<file path="src/rtl/dsi_turnaround_pkg.sv">
// Package: shared state encoding, flag positions and width helper for the
// turnaround controller. Assumes nothing beyond IEEE 1800-2017.
package dsi_turnaround_pkg;

    typedef enum logic [2:0] {
        ST_IDLE      = 3'd0,
        ST_HOLD      = 3'd1,
        ST_BTA_REQ   = 3'd2,
        ST_WAIT_TURN = 3'd3,
        ST_RX_LP     = 3'd4,
        ST_DONE      = 3'd5
    } ta_state_e;

    localparam int FLAG_BTA = 0;
    localparam int FLAG_RX  = 1;
    localparam int FLAG_OVR = 2;
    localparam int NUM_FLAGS = 3;

    function automatic int max3(input int a, input int b, input int c);
        int m;
        m = (a > b) ? a : b;
        return (m > c) ? m : c;
    endfunction

endpackage

</file>
<file path="src/rtl/ta_esc_tick.sv">
// Escape-tick generator: a free-running divider that gives a one-cycle
// enable every DIV system clocks. The first tick comes DIV clocks after
// reset is released. Assumes DIV >= 1.
module ta_esc_tick #(
    parameter int DIV = 4
) (
    input  logic clk,
    input  logic rst_n,
    output logic tick_o
);
    generate
        if (DIV > 1) begin : g_div
            localparam int W = $clog2(DIV);
            localparam logic [W-1:0] LAST = W'(DIV - 1);
            logic [W-1:0] phase;

            // Advance the phase counter and wrap it at the last phase.
            always_ff @(posedge clk) begin
                if (!rst_n)              phase <= '0;
                else if (phase == LAST)  phase <= '0;
                else                     phase <= phase + 1'b1;
            end

            assign tick_o = (phase == LAST);
        end else begin : g_nodiv
            assign tick_o = 1'b1;
        end
    endgenerate
endmodule

</file>
<file path="src/rtl/ta_down_timer.sv">
// Loadable down counter that decrements on request and stops at zero.
// It reports zero, and "one or less" so that the caller can see the last
// step. Load has priority over decrement.
module ta_down_timer #(
    parameter int W = 16
) (
    input  logic         clk,
    input  logic         rst_n,
    input  logic         load_i,
    input  logic [W-1:0] load_val_i,
    input  logic         dec_i,
    output logic         zero_o,
    output logic         last_o
);
    logic [W-1:0] count;

    // Load, decrement down to zero, or hold.
    always_ff @(posedge clk) begin
        if (!rst_n)                  count <= '0;
        else if (load_i)             count <= load_val_i;
        else if (dec_i && count != 0) count <= count - 1'b1;
    end

    assign zero_o = (count == '0);
    assign last_o = (count <= W'(1));
endmodule

</file>
<file path="src/rtl/ta_sticky_flags.sv">
// Bank of sticky flags. Each bit is set by its set input and cleared by a
// write-one-to-clear bit. A set in the same cycle wins.
module ta_sticky_flags #(
    parameter int N = 3
) (
    input  logic         clk,
    input  logic         rst_n,
    input  logic [N-1:0] set_i,
    input  logic [N-1:0] clr_i,
    output logic [N-1:0] flag_o
);
    generate
        for (genvar i = 0; i < N; i++) begin : g_flag
            // Hold the flag; a set wins over a clear.
            always_ff @(posedge clk) begin
                if (!rst_n)        flag_o[i] <= 1'b0;
                else if (set_i[i]) flag_o[i] <= 1'b1;
                else if (clr_i[i]) flag_o[i] <= 1'b0;
            end
        end
    endgenerate
endmodule

</file>
<file path="src/rtl/dsi_turnaround_ctrl.sv">
// Turnaround controller: after a read or tear-on packet trigger it waits the
// hold interval, requests a bus turnaround, then checks the PHY acknowledge
// and the low-power receive phase with two tick-based timeouts.
// Assumes trig_i is a one-cycle pulse and that the PHY inputs are already
// synchronous to clk.
module dsi_turnaround_ctrl
    import dsi_turnaround_pkg::*;
#(
    parameter int ESC_DIV = 4,
    parameter int HOLD_W  = 16,
    parameter int BTA_W   = 8,
    parameter int RX_W    = 16
) (
    input  logic              clk,
    input  logic              rst_n,
    input  logic              trig_i,
    input  logic [HOLD_W-1:0] hold_cnt_i,
    input  logic [BTA_W-1:0]  bta_tmo_i,
    input  logic [RX_W-1:0]   rx_tmo_i,
    input  logic              phy_turn_ack_i,
    input  logic              phy_rx_lp_i,
    input  logic              phy_rx_valid_i,
    input  logic [2:0]        flag_clr_i,
    output logic              bta_req_o,
    output logic              busy_o,
    output logic              done_o,
    output logic              bta_tmo_flag_o,
    output logic              rx_tmo_flag_o,
    output logic              overrun_flag_o
);
    localparam int CNT_W = max3(HOLD_W, BTA_W, RX_W);

    ta_state_e              state, state_nx;
    logic                   esc_tick;
    logic                   tmr_load, tmr_dec, tmr_zero, tmr_last;
    logic [CNT_W-1:0]       tmr_val;
    logic [NUM_FLAGS-1:0]   flag_set, flag_q;
    logic                   valid_seen;

    ta_esc_tick #(.DIV(ESC_DIV)) u_tick (
        .clk    (clk),
        .rst_n  (rst_n),
        .tick_o (esc_tick)
    );

    ta_down_timer #(.W(CNT_W)) u_timer (
        .clk        (clk),
        .rst_n      (rst_n),
        .load_i     (tmr_load),
        .load_val_i (tmr_val),
        .dec_i      (tmr_dec),
        .zero_o     (tmr_zero),
        .last_o     (tmr_last)
    );

    ta_sticky_flags #(.N(NUM_FLAGS)) u_flags (
        .clk    (clk),
        .rst_n  (rst_n),
        .set_i  (flag_set),
        .clr_i  (flag_clr_i),
        .flag_o (flag_q)
    );

    // Next state, timer control and flag events for the sequence.
    always_comb begin
        state_nx = state;
        tmr_load = 1'b0;
        tmr_dec  = 1'b0;
        tmr_val  = '0;
        flag_set = '0;
        flag_set[FLAG_OVR] = trig_i && (state != ST_IDLE);
        case (state)
            ST_IDLE: begin
                if (trig_i) begin
                    tmr_load = 1'b1;
                    tmr_val  = CNT_W'(hold_cnt_i);
                    state_nx = ST_HOLD;
                end
            end
            ST_HOLD: begin
                if (tmr_zero)      state_nx = ST_BTA_REQ;
                else if (esc_tick) tmr_dec  = 1'b1;
            end
            ST_BTA_REQ: begin
                tmr_load = 1'b1;
                tmr_val  = CNT_W'(bta_tmo_i);
                state_nx = ST_WAIT_TURN;
            end
            ST_WAIT_TURN: begin
                if (phy_turn_ack_i) begin
                    tmr_load = 1'b1;
                    tmr_val  = CNT_W'(rx_tmo_i);
                    state_nx = ST_RX_LP;
                end else if (esc_tick) begin
                    if (tmr_last) begin
                        flag_set[FLAG_BTA] = 1'b1;
                        state_nx = ST_IDLE;
                    end else begin
                        tmr_dec = 1'b1;
                    end
                end
            end
            ST_RX_LP: begin
                if (valid_seen && !phy_rx_valid_i) begin
                    state_nx = ST_DONE;
                end else if (phy_rx_lp_i && esc_tick) begin
                    if (tmr_last) begin
                        flag_set[FLAG_RX] = 1'b1;
                        state_nx = ST_IDLE;
                    end else begin
                        tmr_dec = 1'b1;
                    end
                end
            end
            ST_DONE:  state_nx = ST_IDLE;
            default:  state_nx = ST_IDLE;
        endcase
    end

    // State register.
    always_ff @(posedge clk) begin
        if (!rst_n) state <= ST_IDLE;
        else        state <= state_nx;
    end

    // Remember that receive data was valid during the current receive phase.
    always_ff @(posedge clk) begin
        if (!rst_n || state != ST_RX_LP) valid_seen <= 1'b0;
        else if (phy_rx_valid_i)         valid_seen <= 1'b1;
    end

    assign bta_req_o      = (state == ST_BTA_REQ);
    assign done_o         = (state == ST_DONE);
    assign busy_o         = (state != ST_IDLE);
    assign bta_tmo_flag_o = flag_q[FLAG_BTA];
    assign rx_tmo_flag_o  = flag_q[FLAG_RX];
    assign overrun_flag_o = flag_q[FLAG_OVR];
endmodule

</file>
<file path="config.mk">
export PLATFORM = sky130hd
export DESIGN_NAME = dsi_turnaround_ctrl
export DESIGN_NICKNAME = d
export VERILOG_FILES = /design/src/rtl/dsi_turnaround_pkg.sv /design/src/rtl/ta_esc_tick.sv /design/src/rtl/ta_down_timer.sv /design/src/rtl/ta_sticky_flags.sv /design/src/rtl/dsi_turnaround_ctrl.sv
export SDC_FILE = /design/constraint.sdc
export NUM_CORES = 1
export LEC_CHECK = 0
export ABC_AREA = 1
export BUFFER_PORTS_ARGS = -buffer_cell sky130_fd_sc_hd__buf_2
export CORE_MARGIN = 5
export CORE_UTILIZATION = 30
export DETAILED_ROUTE_END_ITERATION = 8
export SETUP_SLACK_MARGIN = 0.02
export SLEW_MARGIN = 20
export SYNTH_ARGS = -nofsm -noshare
export SYNTH_HDL_FRONTEND = slang
export SYNTH_SLANG_ARGS = --single-unit
</file>
<file path="constraint.sdc">
create_clock -name clk -period 4.9 [get_ports clk]
set_input_delay 0.735 -clock clk [delete_from_list [all_inputs] [get_ports clk]]
set_output_delay 0.735 -clock clk [all_outputs]
set_load 0.01 [all_outputs]
</file>
Word-level counts from Yosys, hierarchy flattened
Cells that the tools add are included.
{ "op_classes": {"addsub": 2, "n_lt_le_gt_ge": 1, "n_eq_ne": 11, "mux": 37, "bitwise": 1, "n_reduce_logical": 17} }
{ "op_table": {"columns": ["cell", "count"], "rows": [
  ["two-way mux 16 bit", 4],
  ["case mux 16 bit (3 select lines)", 1],
  ["two-way mux 1 bit", 22],
  ["two-way mux 3 bit", 7],
  ["less-or-equal comparator 16 x 1 -> 1 bit, second input constant", 1],
  ["logical NOT 16 bit", 1],
  ["nonzero test 16 bit", 1],
  ["subtractor 16 x 1 -> 16 bit, second input constant", 1],
  ["case mux 3 bit (5 select lines)", 1],
  ["inequality test 3 bit, second input constant", 3],
  ["nonzero test 2 bit", 4],
  ["== test 3 x 2 -> 1 bit, second input constant", 2],
  ["== test 3 bit, second input constant", 2],
  ["case mux 1 bit (3 select lines)", 2],
  ["logical AND 1 bit", 4],
  ["inequality test 2 bit, second input constant", 2],
  ["AND reduction 4 bit", 1],
  ["== test 3 x 1 -> 1 bit, second input constant", 1],
  ["logical NOT 3 bit", 1],
  ["nonzero test 3 bit", 1],
  ["adder 2 x 1 -> 2 bit, second input constant", 1],
  ["== test 2 bit, second input constant", 1],
  ["logical NOT 1 bit", 2],
  ["OR reduction 2 bit", 1],
  ["2 further kinds", 2]
]} }
{ "word_totals": {"ff_bits": 25, "inputBits": 49, "out_inout_bits": 6, "word_cells": 76} }

Depth between registers and ports, before layout
Gate-level depths: netlist of the first run.
{ "depth": {"depth_word": 8, "ltp_mapped": 13, "depth_no_buf": 12} }

Modules after synthesis
A second synthesis of the first run with hierarchy kept.
{ "hier_totals": {"hier_cells": 365, "hier_area_um2": 2120.8} }
{ "by_module_without_submodules": {"columns": ["mod", "n_inst", "cells_each", "area_each_um2", "seq_area_each_um2"], "rows": [
  ["ta_down_timer", 1, 210, 1247.4, 320.3],
  ["dsi_turnaround_ctrl", 1, 131, 689.4, 80.1],
  ["ta_sticky_flags", 1, 16, 112.6, 60.1],
  ["ta_esc_tick", 1, 8, 71.3, 40.0]
]} }

Worst setup path after synthesis of the first run
No wires, ideal clock.
{ "synth_path": {"path_type": "input to register", "start": "input port phy_turn_ack_i", "end": "register u_timer.count[5]", "setup_ns": 0.113, "arrival_time_ns": 1.577, "required_time_ns": 4.787, "slack_ns": 3.210, "stages": 10, "path_buffers": 3, "path_cell_list": "buf_2 -> nand2_2 -> nand3_4 -> inv_4 -> buf_6 -> buf_6 -> a21oi_2 -> nand2_1 -> nand2_1 -> nor2_1"} }
{ "synth_between": {"elab_chain_cells": 4, "elab_cells_between_ends": 9, "cone_classes": "mux: 7; reduce/logical: 2"} }
{ "synth_rtl": {"columns": ["element", "line", "source"], "rows": [
  ["start: declaration", "dsi_turnaround_ctrl.sv:20", "input logic phy_turn_ack_i,"],
  ["two-way mux 1 bit", "dsi_turnaround_ctrl.sv:90", "if (phy_turn_ack_i) begin"],
  ["case mux 1 bit (3 select lines)", "dsi_turnaround_ctrl.sv:72", "case (state)"],
  ["logical AND 1 bit", "ta_down_timer.sv:21", "else if (dec_i && count != 0) count <= count - 1'b1;"],
  ["nonzero test 2 bit (no source line)", null, null],
  ["end signal: assignment", "ta_down_timer.sv:20", "else if (load_i) count <= load_val_i;"],
  ["end signal: assignment", "ta_down_timer.sv:21", null],
  ["end: declaration", "ta_down_timer.sv:15", "logic [W-1:0] count;"]
]} }
Several ways; a longest one is shown, not always the timed one.
A chain may end at the register's enable or synchronous reset.

Final worst setup path of the first run
{ "layout_path": {"start": "register state[2]", "end": "output port bta_req_o"} }
{ "layout_between": {"elab_chain_cells": 1} }
{ "layout_rtl": {"columns": ["element", "line", "source"], "rows": [
  ["start: declaration", "dsi_turnaround_ctrl.sv:33", "ta_state_e state, state_nx;"],
  ["start signal: assignment", "dsi_turnaround_ctrl.sv:123", "else state <= state_nx;"],
  ["== test 3 x 2 -> 1 bit", "dsi_turnaround_ctrl.sv:132", "assign bta_req_o = (state == ST_BTA_REQ);"],
  ["end: declaration", "dsi_turnaround_ctrl.sv:24", "output logic bta_req_o,"]
]} }
Every way passes these cells.

==> flow_summary.ini, run 1 <==
[timing]
tightest_slew_ns = 0.927
finalHoldViolations = 0
finalCritPeriodShare = 0.468
setup_viol = 0
maxSlewViolCount = 0
fmax_ghz = 0.437
skew_ns = 0.00173
hold_ws_ns = 0.443
grt_setup_unrepaired = false
finalCriticalPeriod_ns = 2.29
tns_ns = 0
slew_headroom = 0.380

[synthesis]
yosys_register_bits = 25
syn_area_per_cell_um2 = 5.75
synth.cell_area_um2 = 2060
ys_top_cells_by_area = dfxtp_1 24%, nand2_1 24%, nor2_1 10%
synthTopCellsByCount = 133 x nand2_1, 57 x nor2_1, 38 x nand3_1
postSynthCellCount = 358
syn_nets = 410
synth_cell_type_count = 31
synth_top_cell_by_area = dfxtp_1
ys.warnings.count = 0
ys_async_sr_fraction = 0
synth_top_area_frac = 0.243
synthFlopType = dfxtp_1
synth.most_common_cell = nand2_1
synth-edff-count = 0
ys_seq_area_frac = 0.243

[routing]
wire_per_inst_um = 11.9
drc = 0
postRouteWirelength_mm = 5.77
ant_nets = 0
drtPass1Iterations = 4
vias = 2287
vias_per_cell = 4.72
drt-initial-drc-count = 88

[grt]
grt_first_pass_wirelength_mm = 9.88
grt_use_total = 0.141
antenna_found_initial = 0
overflow = 0
grt_pass1_vias = 2113
grt_max_degree = 26

[cts]
cts_tree = built
clock_latency_ns = 0.27
cts-buffers-inserted = 3
post_cts_resized = 0
holdBufCountCts = 0
htreeDepth = 1
numClockSinks = 25
clockBufferDepth = 2
cts_root_buf = clkbuf_8
cts_setup_buffers = 0
clkTransAtPathRegs_ns = 0.09

[power_and_ir_drop]
comb_power_share = 0.664
p_leak_nw = 1.24
switching_power_uw = 793
ir_worst_vdd_mv = 0.209
powerDensity_nw_per_um2 = 615
p_int_uw = 680
swShare = 0.538
clkPwrFrac = 0.087
pwr-share-seq = 0.249

[setup_path]
critPathLaunchType = flip-flop
cp.required_ns = 4.16
cp_slowest_cell = dfxtp_1
path_cells = nor2_1 > nand2_1 > clkinv_1 > buf_2
path_class = reg2out
worst-path-buf-inv = 2
critical-path-max-stage-delay_ns = 0.51
arrival_ns = 1.56
critical-path-top-delay-family = flip-flops
path_max_fanout = 8
end_kind = output pin

[die]
ioPinCount = 55
die_width_um = 92.9
initial_core_util = 0.307
dieArea_um2 = 8620
coreArea_um2 = 6720
die_y_um = 92.9
rows = 30

[layout]
nNetsFinal = 458
drive_gt1_frac = 0.202
fillerInstances = 768
multi_input_area_um2 = 1340
instances_no_fill = 485
regArea_um2 = 500
syn_to_final_growth_pct = 16.3
diodes = 0
postLayoutCellArea_um2 = 2400
finish.utilization = 0.357

[hold_path]
hp-class = reg2reg

[job]
cap_violations = 0

[outcome]
status = finished clean

[placement]
hpwlAfterDp_mm = 4.48
io_buffers = 54
dpl_cell_area_um2 = 2350
gp_congestion = 0.910
placedCellCount = 481
==> state kept, by name, indices dropped and copies added, names as in the netlist <==
name,flops
valid_seen,1
u_tick.g_div.phase,2
u_flags.flag_o,3
u_timer.count,16
state,3
==> layer usage <==
layer  track usage  vias to the layer above  part of all wire  wire length [µm]
met5             0                        -                 0                 0
met4        0.0269                        0            0.0090                52
met2         0.225                       59              0.45              2590
met3        0.0244                        4             0.060               347
met1         0.198                     1006              0.48              2780
li1              -                     1218                 -                 -
==> power groups by stage <==
stage          Sequential [mW]  Combinational, mW  Clock, mW
2_1_floorplan            0.345              0.840          0
3_3_place_gp             0.369              0.972          0
3_5_place_dp             0.369              0.978          0
4_1_cts                  0.365              0.984      0.134
5_1_grt                  0.381               1.15      0.143
6_report                 0.366              0.978      0.129
==> worst register-to-register path, delay by kind of cell, from the launching register on <==
family	cells	cell delay [ns]
DFF	1	0.41
and+or+nand+nor	8	1.38
buffers and inverters	1	0.19
==> final timing paths <==
| path | from | end | slack (ns) | cells past startpoint |
|---|---|---|---|---|
| setup / recovery | state[2] | bta_req_o | 2.61 | 4 |
| setup reg to reg | state[2] | u_timer.count[10] | 2.89 | 9 |
| hold / removal | u_tick.g_div.phase[0] | u_tick.g_div.phase[0] | 0.44 | 1 |
| hold reg to reg | u_tick.g_div.phase[0] | u_tick.g_div.phase[0] | 0.44 | 1 |
==> placed cells by master, fill, tap and decap left out, drive strengths merged <==
cell type  count
nor3           4
inv           35
nand4          6
nor2          64
ha             3
or2            1
nand2        140
a22oi          3
nand3b         3
clkinv         1
buf           54
nand3         43
dfxtp         25
nor3b          1
xnor2          1
clkbuf         4
o21ai          7
a21oi          9
a31oi          1
==> cells by family (layout without fill, tap and decap cells) <==
family | count (synthesis) | after routing | share of synthesized area
XOR/XNOR | 1 | 1 | 0.00425
adder cells (fa/ha/maj) | 3 | 3 | 0.0182
flip-flops | 25 | 25 | 0.243
buffers and inverters | 47 | 94 | 0.105
AO/OA/AOI/OAI | 20 | 20 | 0.0565
AND/OR/NAND/NOR | 262 | 262 | 0.573
==> per-stage QoR <==
stage	total power [mW]	setup slack, ns
after CTS	1.48	2.64
after global placement	1.34	2.68
after detailed placement	1.35	2.62
after floorplan	1.18	3.21
after global routing	1.67	2.51
final	1.47	2.61
==> area by class of cell <==
cell class,instances,share of cell area
Clock buffer,4,0.0188
Sequential cell,25,0.209
Inverter,36,0.0574
Multi-Input combinational cell,286,0.560
Tap cell,80,0.0418
Timing Repair Buffer,54,0.113
Power figures use the tool's default switching activity.
==> run 2, diff against run 1 <==
Clock period 4.9 ns to 2.05 ns, I/O delays scaled along.
==> flow_summary.ini, run 2 (synthesis gave the netlist of run 1 again) <==
[job]
cap_violations = 0

[cts]
cts_setup_buffers = 0
cts_tree = built
clockBufferDepth = 2
clkTransAtPathRegs_ns = 0.10
htreeDepth = 1
cts_root_buf = clkbuf_8
clock_latency_ns = 0.27
cts-buffers-inserted = 3
numClockSinks = 25

[layout]
layout_common_cells = 133 x nand2_1, 57 x nor2_1, 54 x buf_2, 38 x nand3_1, 33 x inv_1
drive_gt1_frac = 0.216
nNetsFinal = 465
syn_to_final_growth_pct = 19.4
largest_register_ffs = 16
diodes = 0
largest_register = u_timer.count
layout_commonest_cell = nand2_1
fillerInstances = 736
reg.largest.list = u_timer.count: 16 flops, state: 3 flops, u_flags.flag_o: 3 flops

[die]
rows = 30
die_width_um = 92.9
ioPinCount = 55
coreArea_um2 = 6720
initial_core_util = 0.307
die_y_um = 92.9
dieArea_um2 = 8620

[timing]
tightest_slew_ns = 0.473
setup_ws_ns = 0.197
maxSlewViolCount = 0
skew_ns = 0.00561
slew_headroom = 0.684
setup_viol = 0
finalHoldViolations = 0
tns_ns = 0
grt_setup_unrepaired = true
finalCriticalPeriod_ns = 1.85
hold_ws_ns = 0.274
fmax_ghz = 0.540
finalCritPeriodShare = 0.904

[power_and_ir_drop]
ir_worst_vdd_mv = 0.398
switching_power_mw = 1.98
p_leak_nw = 1.28
p_int_mw = 1.67
powerDensity_nw_per_um2 = 1480
swShare = 0.541
clkPwrFrac = 0.084
comb_power_share = 0.675
pwr-share-seq = 0.241

[setup_path]
critPathLaunchType = flip-flop
arrival_ns = 1.55
end_kind = output pin
path_class = reg2out
cp.required_ns = 1.74
path_max_fanout = 8

[routing]
drc = 0
vias = 2323
drt-initial-drc-count = 135
drtPass1Iterations = 5
ant_nets = 0
wire_per_inst_um = 12.3
postRouteWirelength_mm = 6.05
vias_per_cell = 4.72

[outcome]
status = finished clean

[grt]
overflow = 0
antenna_found_initial = 0
grt_max_degree = 26
grt_first_pass_wirelength_mm = 9.93
grt_use_total = 0.142
grt_pass1_vias = 2167

[placement]
hpwlAfterDp_mm = 4.76
io_buffers = 54
place_ws_ns = 0.203
gp_congestion = 0.906

[hold_path]
hp-class = in2reg
## run 2: changes by cell type in the layout (fill, tap and decap cells not counted)
cell / change
nand3_4: +1
buf_4: +6
## run 2: worst paths after layout
path | startpoint | end | slack [ns] | cells after the start
worst max-delay path | state[2] | bta_req_o | 0.20 | 4
worst min-delay path | flag_clr_i[2] | u_flags.flag_o[2] | 0.27 | 4
worst max register to register | u_timer.count[0] | u_timer.count[12] | 0.20 | 10
worst min register to register | u_tick.g_div.phase[0] | u_tick.g_div.phase[0] | 0.44 | 1
## run 2: area by class of cell
class / count / area (µm²) / share of cell area
sequential: 25 / 500 / 0.204
tap: 80 / 100 / 0.0407
multi-input combinational: 287 / 1360 / 0.553
timing repair buffer: 60 / 315 / 0.128
clock buffer: 4 / 45.0 / 0.0183
inverter: 36 / 138 / 0.0560
## run 2: per-layer routing
metal,GRT usage,up-vias,share of wire
met5,0,-,0
met4,0.0379,0,0.012
met3,0.0146,4,0.069
met2,0.232,71,0.44
met1,0.199,1009,0.48
li1,-,1239,-
## run 2: repair_timing
action                     CTS  global route
resized for setup            0             1
setup endpoints to repair    0            15
hold buffers                 0             0
## run 2: power by group through the flow
stage / Clock (mW) / Combinational (mW) / Sequential [mW]
after floorplan: 0 / 2.01 / 0.824
after global placement: 0 / 2.42 / 0.889
after detailed placement: 0 / 2.43 / 0.887
after CTS: 0.312 / 2.44 / 0.876
after global routing: 0.341 / 2.86 / 0.909
final: 0.307 / 2.46 / 0.879
## run 2: critical path: stages, from the launching register on
cell      delay (ns)
dfxtp_1         0.50
nor2_1          0.13
nand2_1         0.18
clkinv_1        0.25
buf_2           0.22
## run 2: metrics by stage
stage | total power, mW | util | cells | area, µm²
floorplan | 2.83 | - | 358 | 2060
global placement | 3.31 | 0.357 | 487 | 2400
detailed placement | 3.32 | 0.357 | 487 | 2400
CTS | 3.63 | 0.363 | 491 | 2440
global route | 4.11 | 0.366 | 492 | 2460
finish | 3.65 | 0.366 | 492 | 2460
